--- src/rtl/fsp_pkg.sv ---
package fsp_pkg;
  typedef enum logic [2:0] {
    SRC_SEQ  = 3'd0,
    SRC_TAR  = 3'd1,
    SRC_RET  = 3'd2,
    SRC_BAC1 = 3'd3,
    SRC_BAC2 = 3'd4
  } src_e;

  function automatic logic [1:0] bubble_of(src_e s);
    case (s)
      SRC_RET:  return 2'd1;
      SRC_BAC1: return 2'd2;
      SRC_BAC2: return 2'd3;
      default:  return 2'd0;
    endcase
  endfunction
endpackage

--- src/rtl/fsp_tar_bank.sv ---
module fsp_tar_bank #(
  parameter int AW = 32,
  parameter int N  = 4
) (
  input  logic          clk,
  input  logic          rst,
  input  logic          ld_i,
  input  logic [AW-1:0] ld_br_i,
  input  logic [AW-1:0] ld_tgt_i,
  input  logic [AW-1:0] pc_i,
  output logic          hit_o,
  output logic [AW-1:0] hit_tgt_o
);
  localparam int IW = (N > 1) ? $clog2(N) : 1;

  logic [N-1:0]  vld_q;
  logic [AW-1:0] br_q  [N];
  logic [AW-1:0] tgt_q [N];
  logic [IW-1:0] rr_q;
  logic [N-1:0]  hit_v, same_v;
  logic [IW-1:0] wr_idx;
  logic          same_any;

  for (genvar g = 0; g < N; g++) begin : g_cmp
    assign hit_v[g]  = vld_q[g] && (br_q[g] == pc_i);
    assign same_v[g] = vld_q[g] && (br_q[g] == ld_br_i);
  end

  assign hit_o    = |hit_v;
  assign same_any = |same_v;

  always_comb begin
    hit_tgt_o = '0;
    wr_idx    = rr_q;
    for (int i = N - 1; i >= 0; i--) begin
      if (hit_v[i])  hit_tgt_o = tgt_q[i];
      if (same_v[i]) wr_idx    = IW'(i);
    end
  end

  always_ff @(posedge clk) begin
    if (rst) begin
      vld_q <= '0;
      rr_q  <= '0;
    end else if (ld_i) begin
      vld_q[wr_idx] <= 1'b1;
      if (!same_any) rr_q <= (rr_q == IW'(N - 1)) ? '0 : rr_q + 1'b1;
    end
  end

  always_ff @(posedge clk) begin
    if (ld_i) begin
      br_q[wr_idx]  <= ld_br_i;
      tgt_q[wr_idx] <= ld_tgt_i;
    end
  end
endmodule

--- src/rtl/fsp_ret_stack.sv ---
module fsp_ret_stack #(
  parameter int AW    = 32,
  parameter int DEPTH = 8
) (
  input  logic                       clk,
  input  logic                       rst,
  input  logic                       push_i,
  input  logic [AW-1:0]              push_addr_i,
  input  logic                       pop_i,
  output logic                       pop_vld_o,
  output logic [AW-1:0]              pop_tgt_o,
  output logic [$clog2(DEPTH+1)-1:0] cnt_o
);
  localparam int PW = (DEPTH > 1) ? $clog2(DEPTH) : 1;
  localparam int CW = $clog2(DEPTH + 1);

  logic [AW-1:0] mem [DEPTH];
  logic [PW-1:0] wp_q, top_idx, wp_inc;
  logic [CW-1:0] cnt_q;
  logic          pop_ok;

  assign top_idx   = (wp_q == '0) ? PW'(DEPTH - 1) : wp_q - 1'b1;
  assign wp_inc    = (wp_q == PW'(DEPTH - 1)) ? '0 : wp_q + 1'b1;
  assign pop_ok    = pop_i && (cnt_q != '0);
  assign pop_vld_o = pop_ok;
  assign pop_tgt_o = mem[top_idx];
  assign cnt_o     = cnt_q;

  always_ff @(posedge clk) begin
    if (rst) begin
      wp_q  <= '0;
      cnt_q <= '0;
    end else if (push_i && !pop_ok) begin
      wp_q  <= wp_inc;
      if (cnt_q != CW'(DEPTH)) cnt_q <= cnt_q + 1'b1;
    end else if (pop_ok && !push_i) begin
      wp_q  <= top_idx;
      cnt_q <= cnt_q - 1'b1;
    end
  end

  always_ff @(posedge clk) begin
    if (push_i) begin
      if (pop_ok) mem[top_idx] <= push_addr_i;
      else        mem[wp_q]    <= push_addr_i;
    end
  end
endmodule

--- src/rtl/fsp_src_select.sv ---
module fsp_src_select
  import fsp_pkg::*;
#(
  parameter int AW   = 32,
  parameter int STEP = 32
) (
  input  logic [AW-1:0] pc_i,
  input  logic          tar_hit_i,
  input  logic [AW-1:0] tar_tgt_i,
  input  logic          ret_vld_i,
  input  logic [AW-1:0] ret_tgt_i,
  input  logic          bac1_i,
  input  logic [AW-1:0] bac1_tgt_i,
  input  logic          bac2_i,
  input  logic [AW-1:0] bac2_tgt_i,
  output src_e          src_o,
  output logic [AW-1:0] nxt_o
);
  always_comb begin
    if (bac2_i) begin
      src_o = SRC_BAC2; nxt_o = bac2_tgt_i;
    end else if (bac1_i) begin
      src_o = SRC_BAC1; nxt_o = bac1_tgt_i;
    end else if (ret_vld_i) begin
      src_o = SRC_RET;  nxt_o = ret_tgt_i;
    end else if (tar_hit_i) begin
      src_o = SRC_TAR;  nxt_o = tar_tgt_i;
    end else begin
      src_o = SRC_SEQ;  nxt_o = pc_i + AW'(STEP);
    end
  end
endmodule

--- src/rtl/fetch_steer.sv ---
module fetch_steer
  import fsp_pkg::*;
#(
  parameter int          AW       = 32,
  parameter int          N_TAR    = 4,
  parameter int          RS_DEPTH = 8,
  parameter int          STEP     = 32,
  parameter logic [31:0] RESET_PC = 32'h0
) (
  input  logic          clk,
  input  logic          rst,
  input  logic [AW-1:0] pc_i,
  input  logic          tar_ld_i,
  input  logic [AW-1:0] tar_br_i,
  input  logic [AW-1:0] tar_tgt_i,
  input  logic          call_i,
  input  logic [AW-1:0] call_ret_i,
  input  logic          ret_i,
  input  logic          bac1_fix_i,
  input  logic [AW-1:0] bac1_tgt_i,
  input  logic          bac2_fix_i,
  input  logic [AW-1:0] bac2_tgt_i,
  output logic [AW-1:0] next_pc_o,
  output logic          redirect_o,
  output logic [1:0]    bubble_o
);
  localparam int CW = $clog2(RS_DEPTH + 1);

  logic          tar_hit;
  logic [AW-1:0] tar_tgt;
  logic          ret_vld;
  logic [AW-1:0] ret_tgt;
  logic [CW-1:0] rs_cnt;
  src_e          src;
  logic [AW-1:0] nxt;

  fsp_tar_bank #(.AW(AW), .N(N_TAR)) u_tar (
    .clk(clk), .rst(rst), .ld_i(tar_ld_i), .ld_br_i(tar_br_i),
    .ld_tgt_i(tar_tgt_i), .pc_i(pc_i), .hit_o(tar_hit), .hit_tgt_o(tar_tgt)
  );

  fsp_ret_stack #(.AW(AW), .DEPTH(RS_DEPTH)) u_rs (
    .clk(clk), .rst(rst), .push_i(call_i), .push_addr_i(call_ret_i),
    .pop_i(ret_i), .pop_vld_o(ret_vld), .pop_tgt_o(ret_tgt), .cnt_o(rs_cnt)
  );

  fsp_src_select #(.AW(AW), .STEP(STEP)) u_sel (
    .pc_i(pc_i), .tar_hit_i(tar_hit), .tar_tgt_i(tar_tgt),
    .ret_vld_i(ret_vld), .ret_tgt_i(ret_tgt),
    .bac1_i(bac1_fix_i), .bac1_tgt_i(bac1_tgt_i),
    .bac2_i(bac2_fix_i), .bac2_tgt_i(bac2_tgt_i),
    .src_o(src), .nxt_o(nxt)
  );

  always_ff @(posedge clk) begin
    if (rst) begin
      next_pc_o  <= AW'(RESET_PC);
      redirect_o <= 1'b0;
      bubble_o   <= 2'd0;
    end else begin
      next_pc_o  <= nxt;
      redirect_o <= (src != SRC_SEQ);
      bubble_o   <= bubble_of(src);
    end
  end
endmodule

--- config.mk ---
export PLATFORM = sky130hd
export DESIGN_NAME = fetch_steer
export DESIGN_NICKNAME = d
export VERILOG_FILES = /design/src/rtl/fsp_pkg.sv /design/src/rtl/fsp_tar_bank.sv /design/src/rtl/fsp_ret_stack.sv /design/src/rtl/fsp_src_select.sv /design/src/rtl/fetch_steer.sv
export SDC_FILE = /design/constraint.sdc
export NUM_CORES = 1
export LEC_CHECK = 0
export BUFFER_PORTS_ARGS = -buffer_cell sky130_fd_sc_hd__buf_2
export CELL_PAD_IN_SITES_DETAIL_PLACEMENT = 1
export CELL_PAD_IN_SITES_GLOBAL_PLACEMENT = 2
export CORE_ASPECT_RATIO = 0.75
export CORE_MARGIN = 2
export CORE_UTILIZATION = 43
export DETAILED_ROUTE_END_ITERATION = 12
export PLACE_DENSITY = 0.78
export SLEW_MARGIN = 20
export SYNTH_ARGS = -nofsm -noshare
export SYNTH_HDL_FRONTEND = slang
export SYNTH_SLANG_ARGS = --single-unit
--- constraint.sdc ---
create_clock -name clk -period 5.88 [get_ports clk]
set_input_delay 0.588 -clock clk [delete_from_list [all_inputs] [get_ports clk]]
set_output_delay 0.588 -clock clk [all_outputs]
set_load 0.02 [all_outputs]
Yosys cells after proc, flatten, opt, wreduce, memory -nomap -nowiden. Memory sizes are Yosys's and may differ from the RTL's. Index checks and enable logic that the tools add are counted.

Add/subtract/negate cells: 6. $lt $le $gt $ge: 2. Equal/unequal tests: 15. Muxes and demuxes: 38. Bitwise gates (word level): 2. Reduce and logical (&&, ||, !) cells: 23.

Operators by type and width (number): $mux 32 (9); $eq 32x32->1 (8); $add 32x6->32 const B (1); $reduce_or 32->1 (1); $mux 3 (8); $logic_and 1x1->1 (12); $mux 4 (3); $mux 1 (11); $mux 2 (5); $reduce_or 4->1 (2); $eq 3x2->1 const B (2); $eq 3x3->1 const B (2); $pmux 2 s3 (1); $add 4x1->4 const B (1); $ne 4x4->1 const B (1); $or 4x4->4 (1); $reduce_and 2->1 (2); $reduce_bool 4->1 (1); $sub 4x1->4 const B (1); $add 3x1->3 const B (1); $logic_not 3->1 (1); $lt 2x3->1 const B (1); $reduce_bool 3->1 (1); $sub 3x1->3 const B (1); other kinds (8) (9).

Register bits after elaboration: 48. Bits in writable memories: 512. Input port bits: 199. Word-level logic and storage cells: 96. Memories kept: 3.

Memory list: u_rs.mem (words 8, bits a word 32, rd ports 1, clocked after memory_dff 0, wr ports 1, RTL line fsp_ret_stack.sv:17) `logic [AW-1:0] mem [DEPTH];`; u_tar.br_q (words 4, bits a word 32, rd ports 4, clocked after memory_dff 0, wr ports 1, RTL line fsp_tar_bank.sv:17) `logic [AW-1:0] br_q [N];`; u_tar.tgt_q (words 4, bits a word 32, rd ports 4, clocked after memory_dff 0, wr ports 1, RTL line fsp_tar_bank.sv:18) `logic [AW-1:0] tgt_q [N];`.

Logic depth before layout (Yosys ltp). An unclocked memory read counts as a cell.

Depth in word-level cells: 12. Gate-level depth with buffers: 12. Gate-level depth less buffers: 10.

Hierarchy. Synthesis repeated with hierarchy kept, for this count alone.

Cell total of the unflattened synthesis: 1853. Area, all modules: 25672.1 sq um.

Modules (own cells, without submodules): fsp_tar_bank (instances 1, cells each 830, area an instance 12141.6 sq um, seq. area each 7807.5 sq um); fsp_ret_stack (instances 1, cells each 662, area an instance 10844.2 sq um, seq. area each 7827.5 sq um); fsp_src_select (instances 1, cells each 284, area an instance 1722.9 sq um, seq. area each 0.0 sq um); fetch_steer (instances 1, cells each 77, area an instance 963.4 sq um, seq. area each 700.7 sq um).

Worst setup path after synthesis. No wires, ideal clock.

Path kind: input to register. Start: input tar_br_i[17]. End: memory u_tar.br_q[1][0] (enable). Data arrival time: 4.440 ns. Slack: 0.952 ns. Stages: 7. Path through: xor2_1 nor4_1 nand4_1 or3_1 nand2b_1 o211ai_1 nor2_1.

Word-level cells in the longest chain between the ends: 6. Elaborated cells on any way between the ends: 12. Classes of those cells: 4 x eq/ne; 4 x mux; 4 x reduce/logical.

RTL lines: start, declared (RTL line fetch_steer.sv:14) `input logic [AW-1:0] tar_br_i,`; $eq 32x32->1 (RTL line fsp_tar_bank.sv:26) `assign same_v[g] = vld_q[g] && (br_q[g] == ld_br_i);`; $logic_and 1x1->1 (RTL line fsp_tar_bank.sv:26); $mux 2 (3 in series) (RTL line fsp_tar_bank.sv:37) `if (same_v[i]) wr_idx = IW'(i);`; $mux 2 (*) (RTL line fsp_tar_bank.sv:37); end, declared (RTL line fsp_tar_bank.sv:17).

Every way passes the cells marked *; elsewhere a longest branch is shown, timed or not.

==> results.json <==
{
  "status": "finished clean",
  "cell_internal_pwr_mw": 8.04,
  "cts_setup_buffers": 0,
  "syn_inst": 1581,
  "fin_crit_sh_pct": 72.8,
  "register_area_um2": 16300,
  "drt-wirelength-per-cell_um": 29.6,
  "finalNonFillerCells": 2595,
  "worstSetupStartpointType": "register",
  "synth_area_leaders": "edfxtp_1, xor2_1, mux4_2",
  "holdWs_ns": 0.168,
  "ys.flop_type": "edfxtp_1",
  "cts_buffers": 56,
  "mostFrequentLayoutCells": "edfxtp_1, buf_2, xor2_1, xnor2_1, mux4_2",
  "rows": 75,
  "syn_area_per_cell_um2": 15.5,
  "syn_to_final_growth_pct": 16.0,
  "dpl_worst_slack_ns": 1.34,
  "die_area_um2": 58800,
  "switchingPower_mw": 3.25,
  "ys_types": 64,
  "finalPower_mw": 11.3,
  "drt_iter0_drc": 1586,
  "p_seq_share_pct": 43.7,
  "pwr-share-clk_pct": 34.0,
  "p_leak_nw": 9.90,
  "maxCapViolCount": 0,
  "finalCriticalPeriod_ns": 4.28,
  "dp_cells": 2483,
  "cpPeakStageDelay_ns": 0.72,
  "worstPathArrival_ns": 4.53,
  "critPathCaptureType": "register",
  "drt-pass1-iter-count": 7,
  "grt_pass1_wl_mm": 110,
  "grt_pass1_vias": 15300,
  "drv_slew": 0,
  "place.gp.congestion": 0.969,
  "worstMarginPinSlew_ns": 1.15,
  "grt_max_degree": 65,
  "cts.root.buffer_cell": "clkbuf_16",
  "dpl_cell_area_um2": 26400,
  "io_buffers": 233,
  "cts_tree": "built",
  "cp.required_ns": 6.13,
  "synth.yosys.seq_area_share_pct": 66.8,
  "min_from": "tar_tgt_i[31]",
  "path_class": "reg2reg",
  "synth_area_leader_cell": "edfxtp_1",
  "clkSinkCount": 560,
  "die_w_um": 279,
  "final.setup.tns_ns": 0,
  "post_cts_resized": 0,
  "synth_top_area_share_pct": 62.8,
  "drive_above_1_share_pct": 24.1,
  "cp_slowest_cell": "nor4_1",
  "mostFrequentLayoutCell": "edfxtp_1",
  "syn-num-nets": 1792,
  "final-setup-viol-count": 0,
  "vdd_drop_max_mv": 0.296,
  "powerDensity_nw_per_um2": 398,
  "dieHeight_um": 211,
  "vias": 15200,
  "coreArea_um2": 56100,
  "synth_edf_count": 512,
  "hp-class": "in2reg",
  "routed_via_density": 5.86,
  "slew_headroom_pct": 23.0,
  "path_cells": "xor2_1, nor4_1, nand3_1, or3_1, nand2b_1, o211ai_1, nor2_4, buf_4",
  "synthArstFlopShare_pct": 0,
  "final_area_um2": 28400,
  "start_util_pct": 43.6,
  "ios": 234,
  "antenna_found_initial": 10,
  "ys_warn_count": 0,
  "finalHoldViolCount": 0,
  "ys_ff_latch": 560,
  "track_usage_pct": 26.1,
  "routed_wl_mm": 76.8,
  "fmax_mhz": 234,
  "swShare_pct": 28.8,
  "grt.overflow.total": 0,
  "drc_errors": 0,
  "fillCellCount": 5447,
  "fin_nets": 2021,
  "multi_input_area_um2": 7680,
  "h-tree-depth": 2,
  "cp-startpoint": "u_tar.br_q[1][1]",
  "skew_ns": 0.0315,
  "clk_path_buf_depth": 3,
  "setup_ws_ns": 1.60,
  "r2r-start": "u_tar.br_q[1][1]",
  "ant_nets": 0,
  "rsz0062_at_grt": "false",
  "critPathMaxFanout": 42,
  "cts.clk_slew.worst_paths_ns": 0.06,
  "power_frac_comb_pct": 22.2,
  "final_util_pct": 50.6,
  "worstSkewPairLatency_ns": 0.64,
  "syn_area_um2": 24500,
  "hpwl_mm": 53.5,
  "hold_buffers": 0
}
==> worst max-delay path, delay by kind of cell (launching register included) <==
family	cells	cell delay (ns)
AO/OA/AOI/OAI	1	0.21
XOR/XNOR	1	0.21
buffers and inverters	1	0.68
flip-flops	1	0.48
AND/OR/NAND/NOR	5	2.27
==> final cells by class <==
class                           instances  share of cell area [%]
Inverter                               15                   0.203
Tap cell                              731                    3.22
Clock buffer                           78                    5.58
Antenna cell                            6                  0.0529
Clock inverter                         28                    1.39
Multi-Input combinational cell        914                    27.1
Timing Repair Buffer                  263                    4.95
Sequential cell                       560                    57.6
==> Yosys cell counts, types with 10 or more instances <==
| library cell | n |
|---|---|
| a21oi_1 | 45 |
| xor2_1 | 173 |
| nand2_1 | 50 |
| nand3_1 | 46 |
| edfxtp_1 | 512 |
| buf_2 | 34 |
| mux2i_1 | 53 |
| or3_1 | 13 |
| nor3_1 | 18 |
| clkbuf_1 | 42 |
| dfxtp_1 | 48 |
| xnor2_1 | 112 |
| a211o_1 | 12 |
| nor2_1 | 52 |
| nand4_1 | 29 |
| o211ai_1 | 10 |
| o22ai_1 | 31 |
| mux4_2 | 64 |
| a211oi_1 | 21 |
| nor4_1 | 40 |
| and3_1 | 11 |
| and2_1 | 11 |
| o21ai_0 | 29 |
| inv_1 | 13 |
| ha_1 | 11 |
==> registers in the layout, summed over array words and instances, names as in the netlist <==
signal,cells
bubble_o,2
u_tar.vld_q,4
u_rs.cnt_o,4
next_pc_o,32
u_tar.rr_q,2
u_tar.br_q,128
u_rs.mem,256
redirect_o,1
u_tar.tgt_q,128
u_rs.wp_q,3
==> path summary, 6_finish.rpt <==
path,end,slack [ns],cells after the start
setup reg to reg,u_tar.tgt_q[1][3],1.60,8
hold / removal,u_tar.tgt_q[0][31],0.17,1
setup / recovery,u_tar.tgt_q[1][3],1.60,8
hold reg to reg,next_pc_o[25],0.51,2
==> power by group through the flow <==
stage / combinational, mW / clock [mW] / sequential, mW
2_1_floorplan: 1.62 / 0 / 5.01
3_3_place_gp: 2.48 / 0 / 5.00
3_5_place_dp: 2.52 / 0 / 5.02
4_1_cts: 2.53 / 3.90 / 4.94
5_1_grt: 2.69 / 4.04 / 4.97
6_report: 2.51 / 3.85 / 4.94
==> kinds of logic (layout without fill, tap and decap cells) <==
kind of cell | count (synthesis) | count (layout) | synth area share, %
other | 0 | 6 | 0
AND/OR/NAND/NOR | 287 | 287 | 6.12
flip-flops | 560 | 560 | 66.8
adder cells (fa/ha/maj) | 12 | 12 | 0.644
buffers and inverters | 107 | 384 | 2.22
AO/OA/AOI/OAI | 210 | 210 | 5.83
XOR/XNOR | 285 | 285 | 10.2
multiplexers | 120 | 120 | 8.20
==> layer usage <==
| metal | up-vias | global-route usage, % | share of wire (%) | routed length, µm |
|---|---|---|---|---|
| li1 | 6556 | - | - | - |
| met1 | 7919 | 39.0 | 45 | 34800 |
| met5 | - | 0 | 0.036 | 28 |
| met2 | 621 | 38.5 | 44 | 33800 |
| met4 | 4 | 6.07 | 1.9 | 1450 |
| met3 | 96 | 6.24 | 8.8 | 6720 |
(Power assumes the default switching activity.)
